==> src/rtl/slot_pkg.sv <==
package slot_pkg;
  // Where the node stands within the current second.
  typedef enum logic [1:0] {
    PH_UNSYNCED = 2'd0,  // no pulse since reset, or timed out
    PH_ACTIVE   = 2'd1,  // inside one of the owned windows
    PH_TAIL     = 2'd2   // past the last window, waiting for the next pulse
  } frame_phase_e;
endpackage

==> src/rtl/slot_prescaler.sv <==
module slot_prescaler #(
  parameter int SLOT_CYC = 20,
  parameter int PRE_W    = 5
) (
  input  logic             clk,
  input  logic             rst_n,
  input  logic             restart_i,
  output logic [PRE_W-1:0] pos_o,
  output logic             step_o
);
  localparam logic [PRE_W-1:0] LAST = PRE_W'(SLOT_CYC - 1);

  logic [PRE_W-1:0] pos_q;

  always_ff @(posedge clk) begin
    if (!rst_n)              pos_q <= '0;
    else if (restart_i)      pos_q <= '0;
    else if (pos_q == LAST)  pos_q <= '0;
    else                     pos_q <= pos_q + 1'b1;
  end

  assign pos_o  = pos_q;
  assign step_o = !restart_i && (pos_q == LAST);
endmodule

==> src/rtl/slot_frame_counter.sv <==
module slot_frame_counter
  import slot_pkg::*;
#(
  parameter int SLOTS_PER_SEC = 100,
  parameter int LOSS_SLOTS    = 110,
  parameter int CNT_W         = 7
) (
  input  logic             clk,
  input  logic             rst_n,
  input  logic             restart_i,
  input  logic             step_i,
  output logic [CNT_W-1:0] slot_o,
  output frame_phase_e     phase_o
);
  localparam logic [CNT_W-1:0] SAT      = CNT_W'(LOSS_SLOTS);
  localparam logic [CNT_W-1:0] LOSS_PRE = CNT_W'(LOSS_SLOTS - 1);
  localparam logic [CNT_W-1:0] N_SLOTS  = CNT_W'(SLOTS_PER_SEC);

  logic [CNT_W-1:0] slot_q;
  logic             seen_q;

  always_ff @(posedge clk) begin
    if (!rst_n)                       slot_q <= '0;
    else if (restart_i)               slot_q <= '0;
    else if (step_i && slot_q != SAT) slot_q <= slot_q + 1'b1;
  end

  always_ff @(posedge clk) begin
    if (!rst_n)                            seen_q <= 1'b0;
    else if (restart_i)                    seen_q <= 1'b1;
    else if (step_i && slot_q == LOSS_PRE) seen_q <= 1'b0;
  end

  always_comb begin
    if (!seen_q)                phase_o = PH_UNSYNCED;
    else if (slot_q < N_SLOTS)  phase_o = PH_ACTIVE;
    else                        phase_o = PH_TAIL;
  end

  assign slot_o = slot_q;
endmodule

==> src/rtl/slot_gate.sv <==
module slot_gate
  import slot_pkg::*;
#(
  parameter int SLOT_CYC  = 20,
  parameter int GUARD_CYC = 3,
  parameter int PRE_W     = 5,
  parameter int CNT_W     = 7,
  parameter int ADDR_W    = 7
) (
  input  frame_phase_e      phase_i,
  input  logic [CNT_W-1:0]  slot_i,
  input  logic [PRE_W-1:0]  pos_i,
  input  logic [ADDR_W-1:0] addr_i,
  output logic              permit_o
);
  localparam logic [PRE_W-1:0] OPEN_AT  = PRE_W'(GUARD_CYC);
  localparam logic [PRE_W-1:0] CLOSE_AT = PRE_W'(SLOT_CYC - GUARD_CYC);

  logic addr_hit;
  logic in_body;

  assign addr_hit = (int'(slot_i) == int'(addr_i));
  assign in_body  = (pos_i >= OPEN_AT) && (pos_i < CLOSE_AT);
  assign permit_o = (phase_i == PH_ACTIVE) && addr_hit && in_body;
endmodule

==> src/rtl/slot_scheduler.sv <==
module slot_scheduler
  import slot_pkg::*;
#(
  parameter int CLK_HZ        = 50_000_000,
  parameter int SLOTS_PER_SEC = 100,
  parameter int GUARD_CYC     = 1000,
  parameter int LOSS_SLOTS    = 110,
  parameter int ADDR_W        = 7
) (
  input  logic              clk,
  input  logic              rst_n,
  input  logic              sync_i,
  input  logic [ADDR_W-1:0] my_addr_i,
  output logic              tx_permit_o,
  output logic [ADDR_W-1:0] owner_idx_o,
  output logic              owner_valid_o,
  output logic              sync_lost_o
);
  localparam int SLOT_CYC = CLK_HZ / SLOTS_PER_SEC;
  localparam int PRE_W    = (SLOT_CYC > 1) ? $clog2(SLOT_CYC) : 1;
  localparam int CNT_W    = $clog2(LOSS_SLOTS + 1);

  logic [PRE_W-1:0] pos;
  logic             step;
  logic [CNT_W-1:0] slot;
  frame_phase_e     phase;

  slot_prescaler #(
    .SLOT_CYC(SLOT_CYC), .PRE_W(PRE_W)
  ) u_pre (
    .clk(clk), .rst_n(rst_n), .restart_i(sync_i), .pos_o(pos), .step_o(step)
  );

  slot_frame_counter #(
    .SLOTS_PER_SEC(SLOTS_PER_SEC), .LOSS_SLOTS(LOSS_SLOTS), .CNT_W(CNT_W)
  ) u_frame (
    .clk(clk), .rst_n(rst_n), .restart_i(sync_i), .step_i(step),
    .slot_o(slot), .phase_o(phase)
  );

  slot_gate #(
    .SLOT_CYC(SLOT_CYC), .GUARD_CYC(GUARD_CYC), .PRE_W(PRE_W),
    .CNT_W(CNT_W), .ADDR_W(ADDR_W)
  ) u_gate (
    .phase_i(phase), .slot_i(slot), .pos_i(pos), .addr_i(my_addr_i),
    .permit_o(tx_permit_o)
  );

  assign owner_valid_o = (phase == PH_ACTIVE);
  assign owner_idx_o   = owner_valid_o ? ADDR_W'(slot) : '0;
  assign sync_lost_o   = (phase == PH_UNSYNCED);
endmodule

==> config.mk <==
export PLATFORM = sky130hd
export DESIGN_NAME = slot_scheduler
export DESIGN_NICKNAME = d
export VERILOG_FILES = /design/src/rtl/slot_pkg.sv /design/src/rtl/slot_prescaler.sv /design/src/rtl/slot_frame_counter.sv /design/src/rtl/slot_gate.sv /design/src/rtl/slot_scheduler.sv
export SDC_FILE = /design/constraint.sdc
export NUM_CORES = 1
export LEC_CHECK = 0
export CAP_MARGIN = 20
export CORE_MARGIN = 3
export CORE_UTILIZATION = 49
export DETAILED_ROUTE_END_ITERATION = 10
export HOLD_SLACK_MARGIN = 0.06
export PLACE_DENSITY_LB_ADDON = 0.2
export SYNTH_ARGS = -nofsm -noshare
export SYNTH_HDL_FRONTEND = slang
export SYNTH_SLANG_ARGS = --single-unit
==> constraint.sdc <==
create_clock -name clk -period 1.7 [get_ports clk]
set_clock_uncertainty 0.05 [all_clocks]
set_input_delay 0.255 -clock clk [delete_from_list [all_inputs] [get_ports clk]]
set_output_delay 0.255 -clock clk [all_outputs]
set_load 0.05 [all_outputs]
# Yosys cells after proc, flatten, opt, wreduce, memory -nomap -nowiden
# Cells that the tools add are included.
[word_totals]
regBits = 27
latch_bits = 0
ramBits = 0
rom_bits = 0
input_bits = 10
elab_cells = 30
mem_count = 0
[classes]
add_sub_neg = 2
n_mul = 0
div = 0
n_lt_le_gt_ge = 3
n_eq_ne = 5
n_shift = 0
mux = 5
bitwise = 1
reduce_logical = 11
[op_table]
columns = ["operator", "count"]
rows = [
  ["adder 19 x 1 -> 19 bit (second input constant)", 1],
  ["equality test 19 bit (second input constant)", 1],
  [">= comparator 19 x 10 -> 1 bit (second input constant)", 1],
  ["less-than comparator 19 bit (second input constant)", 1],
  ["adder 7 x 1 -> 7 bit (second input constant)", 1],
  ["equality test 7 bit", 1],
  ["equality test 7 bit (second input constant)", 1],
  ["less-than comparator 7 bit (second input constant)", 1],
  ["2-to-1 mux 7 bit", 1],
  ["!= test 7 bit (second input constant)", 1],
  ["logical AND 1 bit", 6],
  ["2-to-1 mux 2 bit", 2],
  ["OR reduction 3 bit", 1],
  ["equality test 2 x 1 -> 1 bit (second input constant)", 1],
  ["logical NOT 2 bit", 1],
  ["2-to-1 mux 1 bit", 2],
  ["nonzero test 2 bit", 1],
  ["OR reduction 2 bit", 1],
  ["logical NOT 1 bit", 1],
  ["inverter 1 bit", 1],
]

# Longest topological paths before layout
# Gate-level depths: netlist of run 1.
[logic_depth]
word_depth = 6
mapped_depth = 6

# Cells and area by module
# Synthesis of run 1 repeated with hierarchy kept, for this count alone.
[hier_totals]
hier_cells = 187
hier_area_um2 = 1584.0
[modules_own_cells]
columns = ["mod", "n_inst", "cells_each", "area_each_um2", "seq_area_each_um2"]
rows = [
  ["slot_prescaler", 1, 103, 890.9, 380.4],
  ["slot_frame_counter", 1, 52, 452.9, 160.2],
  ["slot_gate", 1, 23, 168.9, 0.0],
  ["slot_scheduler", 1, 9, 71.3, 0.0],
]

# Worst setup path after synthesis of run 1
# No wires, ideal clock.
[synth_path]
path_type = "register -> output"
startpoint = "register u_frame.slot_q[2], in the netlist u_frame.slot_o[2]"
endpoint = "output port tx_permit_o"
arrival_ns = 2.468
path_slack_ns = -1.073
path_stages_with_launch = 6
path_buffers = 1
cell_sequence = "dfxtp_1 -> clkbuf_1 -> nor3_1 -> o21a_1 -> nand3_1 -> a211oi_1"
[synth_between]
elab_chain_len = 6
[synth_lines]
columns = ["item", "line", "rtl"]
rows = [
  ["start, declared", "slot_frame_counter.sv:19", "logic [CNT_W-1:0] slot_q;"],
  ["start signal, assigned", "slot_frame_counter.sv:25", "else if (step_i && slot_q != SAT) slot_q <= slot_q + 1'b1;"],
  ["less-than comparator 7 bit", "slot_frame_counter.sv:36", "else if (slot_q < N_SLOTS) phase_o = PH_ACTIVE;"],
  ["2-to-1 mux 2 bit", "slot_frame_counter.sv:36", ""],
  ["2-to-1 mux 2 bit", "slot_frame_counter.sv:35", "if (!seen_q) phase_o = PH_UNSYNCED;"],
  ["equality test 2 x 1 -> 1 bit", "-", ""],
  ["via owner_valid_o", "slot_scheduler.sv:16", "output logic owner_valid_o,"],
  ["logical AND 1 bit (2 in a row)", "slot_gate.sv:24", "assign permit_o = (phase_i == PH_ACTIVE) && addr_hit && in_body;"],
  ["end, declared", "slot_scheduler.sv:14", "output logic tx_permit_o,"],
]
# The timed path passes the listed nets, and every way through them passes these cells.

# Final worst setup path of run 1
[layout_path]
startpoint = "register u_pre.pos_q[9], in the netlist u_pre.pos_o[9]"
endpoint = "output port tx_permit_o"
[layout_between]
elab_chain_len = 3
[layout_lines]
columns = ["item", "line", "rtl"]
rows = [
  ["start, declared", "slot_prescaler.sv:13", "logic [PRE_W-1:0] pos_q;"],
  ["start signal, assigned", "slot_prescaler.sv:19", "else pos_q <= pos_q + 1'b1;"],
  [">= comparator 19 x 10 -> 1 bit or less-than comparator 19 bit (tied branches)", "slot_gate.sv:23", "assign in_body = (pos_i >= OPEN_AT) && (pos_i < CLOSE_AT);"],
  ["logical AND 1 bit (*)", "slot_gate.sv:23", ""],
  ["logical AND 1 bit (*)", "slot_gate.sv:24", ""],
]
# Mark *: on every way between the ends. The rest lies on a longest branch, timed or not.

==> results of run 1 <==
-- through the flow --
stage	hold slack, ps	TNS [ps]	util, %	instances	worst slack (ps)
final	465.8	-4032	88.58	307	-435.0
after global placement	427.4	-1339	69.92	279	-294.0
after CTS	451.0	-940.1	78.90	296	-355.7
after detailed placement	429.1	-1671	69.92	279	-342.7
after global routing	445.0	-5349	88.58	307	-477.8
after floorplan	322.5	-104.7	-	194	-90.59
-- power groups by stage --
stage / sequential (W) / combinational [W] / clock, W
after global routing: 0.000628 / 0.000152 / 0.000339
final: 0.000627 / 0.000146 / 0.000301
after floorplan: 0.000650 / 0.0000482 / 0
after detailed placement: 0.000650 / 0.000106 / 0
after global placement: 0.000650 / 0.000102 / 0
after CTS: 0.000626 / 0.000115 / 0.000288
-- worst max-delay path by stage --
stage               slack (ps)          end  cells after the start            from
finish                    -440  tx_permit_o                      5  u_pre.pos_o[9]
global route              -480  tx_permit_o                      5  u_pre.pos_o[9]
CTS                       -360  tx_permit_o                      5  u_pre.pos_o[6]
detailed placement        -340  tx_permit_o                      6    my_addr_i[1]
global placement          -290  tx_permit_o                      6    my_addr_i[1]
floorplan                  -90  tx_permit_o                      5  u_pre.pos_o[3]
-- registers in the layout (all words and copies together) (netlist names) --
signal / flops
u_pre.pos_o: 19
u_frame.slot_o: 7
u_frame.seen_q: 1
-- cell type report --
type	count	share of cell area (%)
clock buffers	3	0.8261
clock inverters	1	0.1836
inverters	11	1.514
multi-input cells	148	46.81
flip-flops and latches	27	21.29
well taps	44	2.019
repair buffers	73	27.35
-- layout by cell type (no fill, tap or decap), types with 5 or more instances in the layout --
| master | synthesis | final |
|---|---|---|
| dfxtp_4 | 0 | 9 |
| nand3_1 | 11 | 9 |
| nor4_1 | 6 | 5 |
| a21oi_2 | 0 | 5 |
| nand2_1 | 14 | 12 |
| dfxtp_1 | 27 | 13 |
| nor2_1 | 16 | 7 |
| nor2_4 | 0 | 5 |
| buf_12 | 0 | 6 |
| and3_1 | 6 | 5 |
| clkdlybuf4s50_1 | 0 | 9 |
| xnor2_1 | 8 | 8 |
| nor3_4 | 0 | 6 |
| buf_4 | 0 | 38 |
| xor2_1 | 10 | 10 |
| dfxtp_2 | 0 | 5 |
| nand2b_1 | 5 | 5 |
| buf_6 | 0 | 16 |
| inv_1 | 11 | 11 |
-- layer usage --
layer	GRT usage, %	part of all wire [%]
met5	0	0
met1	23.48	35
met2	52.44	53
met4	9.366	5.3
met3	2.878	5.8
-- cells by family (layout without fill, tap and decap cells) --
group / count (synthesis) / count (layout)
simple gates: 93 / 93
compound gates: 28 / 28
flops: 27 / 27
buf+inv: 19 / 88
xor+xnor: 18 / 18
fa+ha+maj: 5 / 5
mux: 4 / 4
-- what timing repair did --
action                                  in CTS  in global routing
setup buffers                               13                 11
pin swaps                                   19                 30
endpoints found under the hold margin        0                  0
gates resized for setup                     39                 55
endpoints found under the setup margin      18                 30
gates cloned                                 0                  1
==> summary.txt, run 1 <==
R2R depth: 6
P_int: 0.0007851 W
via/cell ratio: 6.199
std cell rows: 20
leak pwr: 1.062 nW
max frequency: 468.4 MHz
gp weighted congestion: 0.8700
vias in the first global route: 1,768
main combinational cell family by area after synthesis: simple AND/OR/NAND/NOR gates
crit path cell chain: nand2_2 -> or2_4 -> o2111a_1 -> a211oi_4 -> buf_12
final slew viol count: 0
CTS Buf Count: 3
I/O pin count: 20
antenna violations before repair: 0
Seq cells post-synth: 27
pin count of the biggest net entering global routing: 16
Yosys top cell by area: dfxtp_1
Initial Util: 51.67%
Async SR Flop Fraction: 0%
violated checks: setup timing
wire length of the first global-routing pass: 7921 um
final worst setup slack: -435.0 ps
Max-slew headroom: 72.38%
hold depth: 2
most frequent cells after synthesis: 27 x dfxtp_1, 16 x nor2_1, 14 x nand2_1
hold_sp: rst_n
number of port buffers: 19
RSZ-0062 raised after global routing: yes
worst min path class: input port to register
Tmin final: 2135 ps
Routed WL: 6472 um
post-synth cell types: 41
FF/Latch Area: 580.6 um^2
Synth Area in XOR/XNOR: 9.913%
CTS Hold Buffers Added: 0
Pwr per Cell Area: 394.2 nW/um^2
most frequent cell after synthesis: dfxtp_1
sequential fraction of the synthesis area: 33.99%
placed inst area: 2152 um^2
Synth warnings: 0
Synth top area share: 33.99%
status: finished with violations
Comb power frac: 13.6%
slowest stage cell on the critical path: dfxtp_4
n_diodes: 0
Setup violations, final: 30
post-synthesis mux area share: 2.518%
full die area: 3965 um^2
share of layout cells above drive strength 1: 50.95%
Chip Width: 62.97 um
wire per inst: 21.08 um
synthesized cell area: 1590 um^2
critical path launch point type: register
Post-Syn Instances: 194
RR Endpoint: u_pre.pos_o[13]
post-synthesis compound-gate area fraction: 12.20%
worst skew pair latency: 360 ps
Worst Hold End: u_frame.seen_q
Die H: 62.97 um
TritonCTS clock tree: yes
Reg clk slew, reported paths: 170 ps
Post-Syn Nets: 209
via count: 1,903
CTS HTree Levels: 1
DP HPWL: 3170 um
post-synthesis simple-gate area fraction: 32.73%
Switch Pwr: 0.0002896 W
Tcrit/Tclk final: 125.6%
DRC violations left: 0
Top delay family on crit path: compound AO/OA/AOI/OAI gates
worst-path maximum fanout: 4
reg-to-reg startpoint: u_pre.pos_o[6]
critical path endpoint category: output pin
Clock Tree Buf Depth: 2
GRT Resource Usage Total: 24.88%
CP Buf/Inv Count: 1
sw frac: 26.95%
FF-to-FF setup slack: -230 ps
Core Footprint: 3078 um^2
Synth area leaders: dfxtp_1 34%, xor2_1 5.5%, xnor2_1 4.4%, ha_1 3.9%, nor2_1 3.8%
Post-synth EDFFs: 0
First-pass DRT Iterations: 5
Pwr Total: 0.001075 W
Clock Power Share: 28.0%
FILL cells: 134
gr ovfl total: 0
DR iter-0 viols: 192
worst-margin pin slew: 410.5 ps
CP max stage delay: 390 ps
worst vdd ir: 0.4234 mV
CTS sink cnt: 27
Multi-input gate area: 1276 um^2
critical path type: register to output pin
Synth-to-Final Area Change: 71.44%
post-route cell area: 2726 um^2
Final nets: 279
required time of the critical path: 1390 ps
Synth Area in Adders: 3.934%
maxcap violations: 0
Antenna Nets Post-Route: 0
Final Hold Vio Count: 0
clk root buf: clkbuf_4
Mean Syn Cell Area: 8.197 um^2
Synth Flop Type: dfxtp_1
crit path DAT: 1830 ps
Seq pwr share: 58.4%
No activity file was read; power rests on OpenSTA's default activity.
==> run 2, diff against run 1 <==
--- a/config.mk
+++ b/config.mk
@@ -9,6 +9,7 @@
 export CORE_MARGIN = 3
 export CORE_UTILIZATION = 49
 export DETAILED_ROUTE_END_ITERATION = 10
+export GPL_ROUTABILITY_DRIVEN = 0
 export HOLD_SLACK_MARGIN = 0.06
 export PLACE_DENSITY_LB_ADDON = 0.2
 export SYNTH_ARGS = -nofsm -noshare
==> results of run 2 <==
No change in the layout: final DEF, timing and power equal those of run 1.
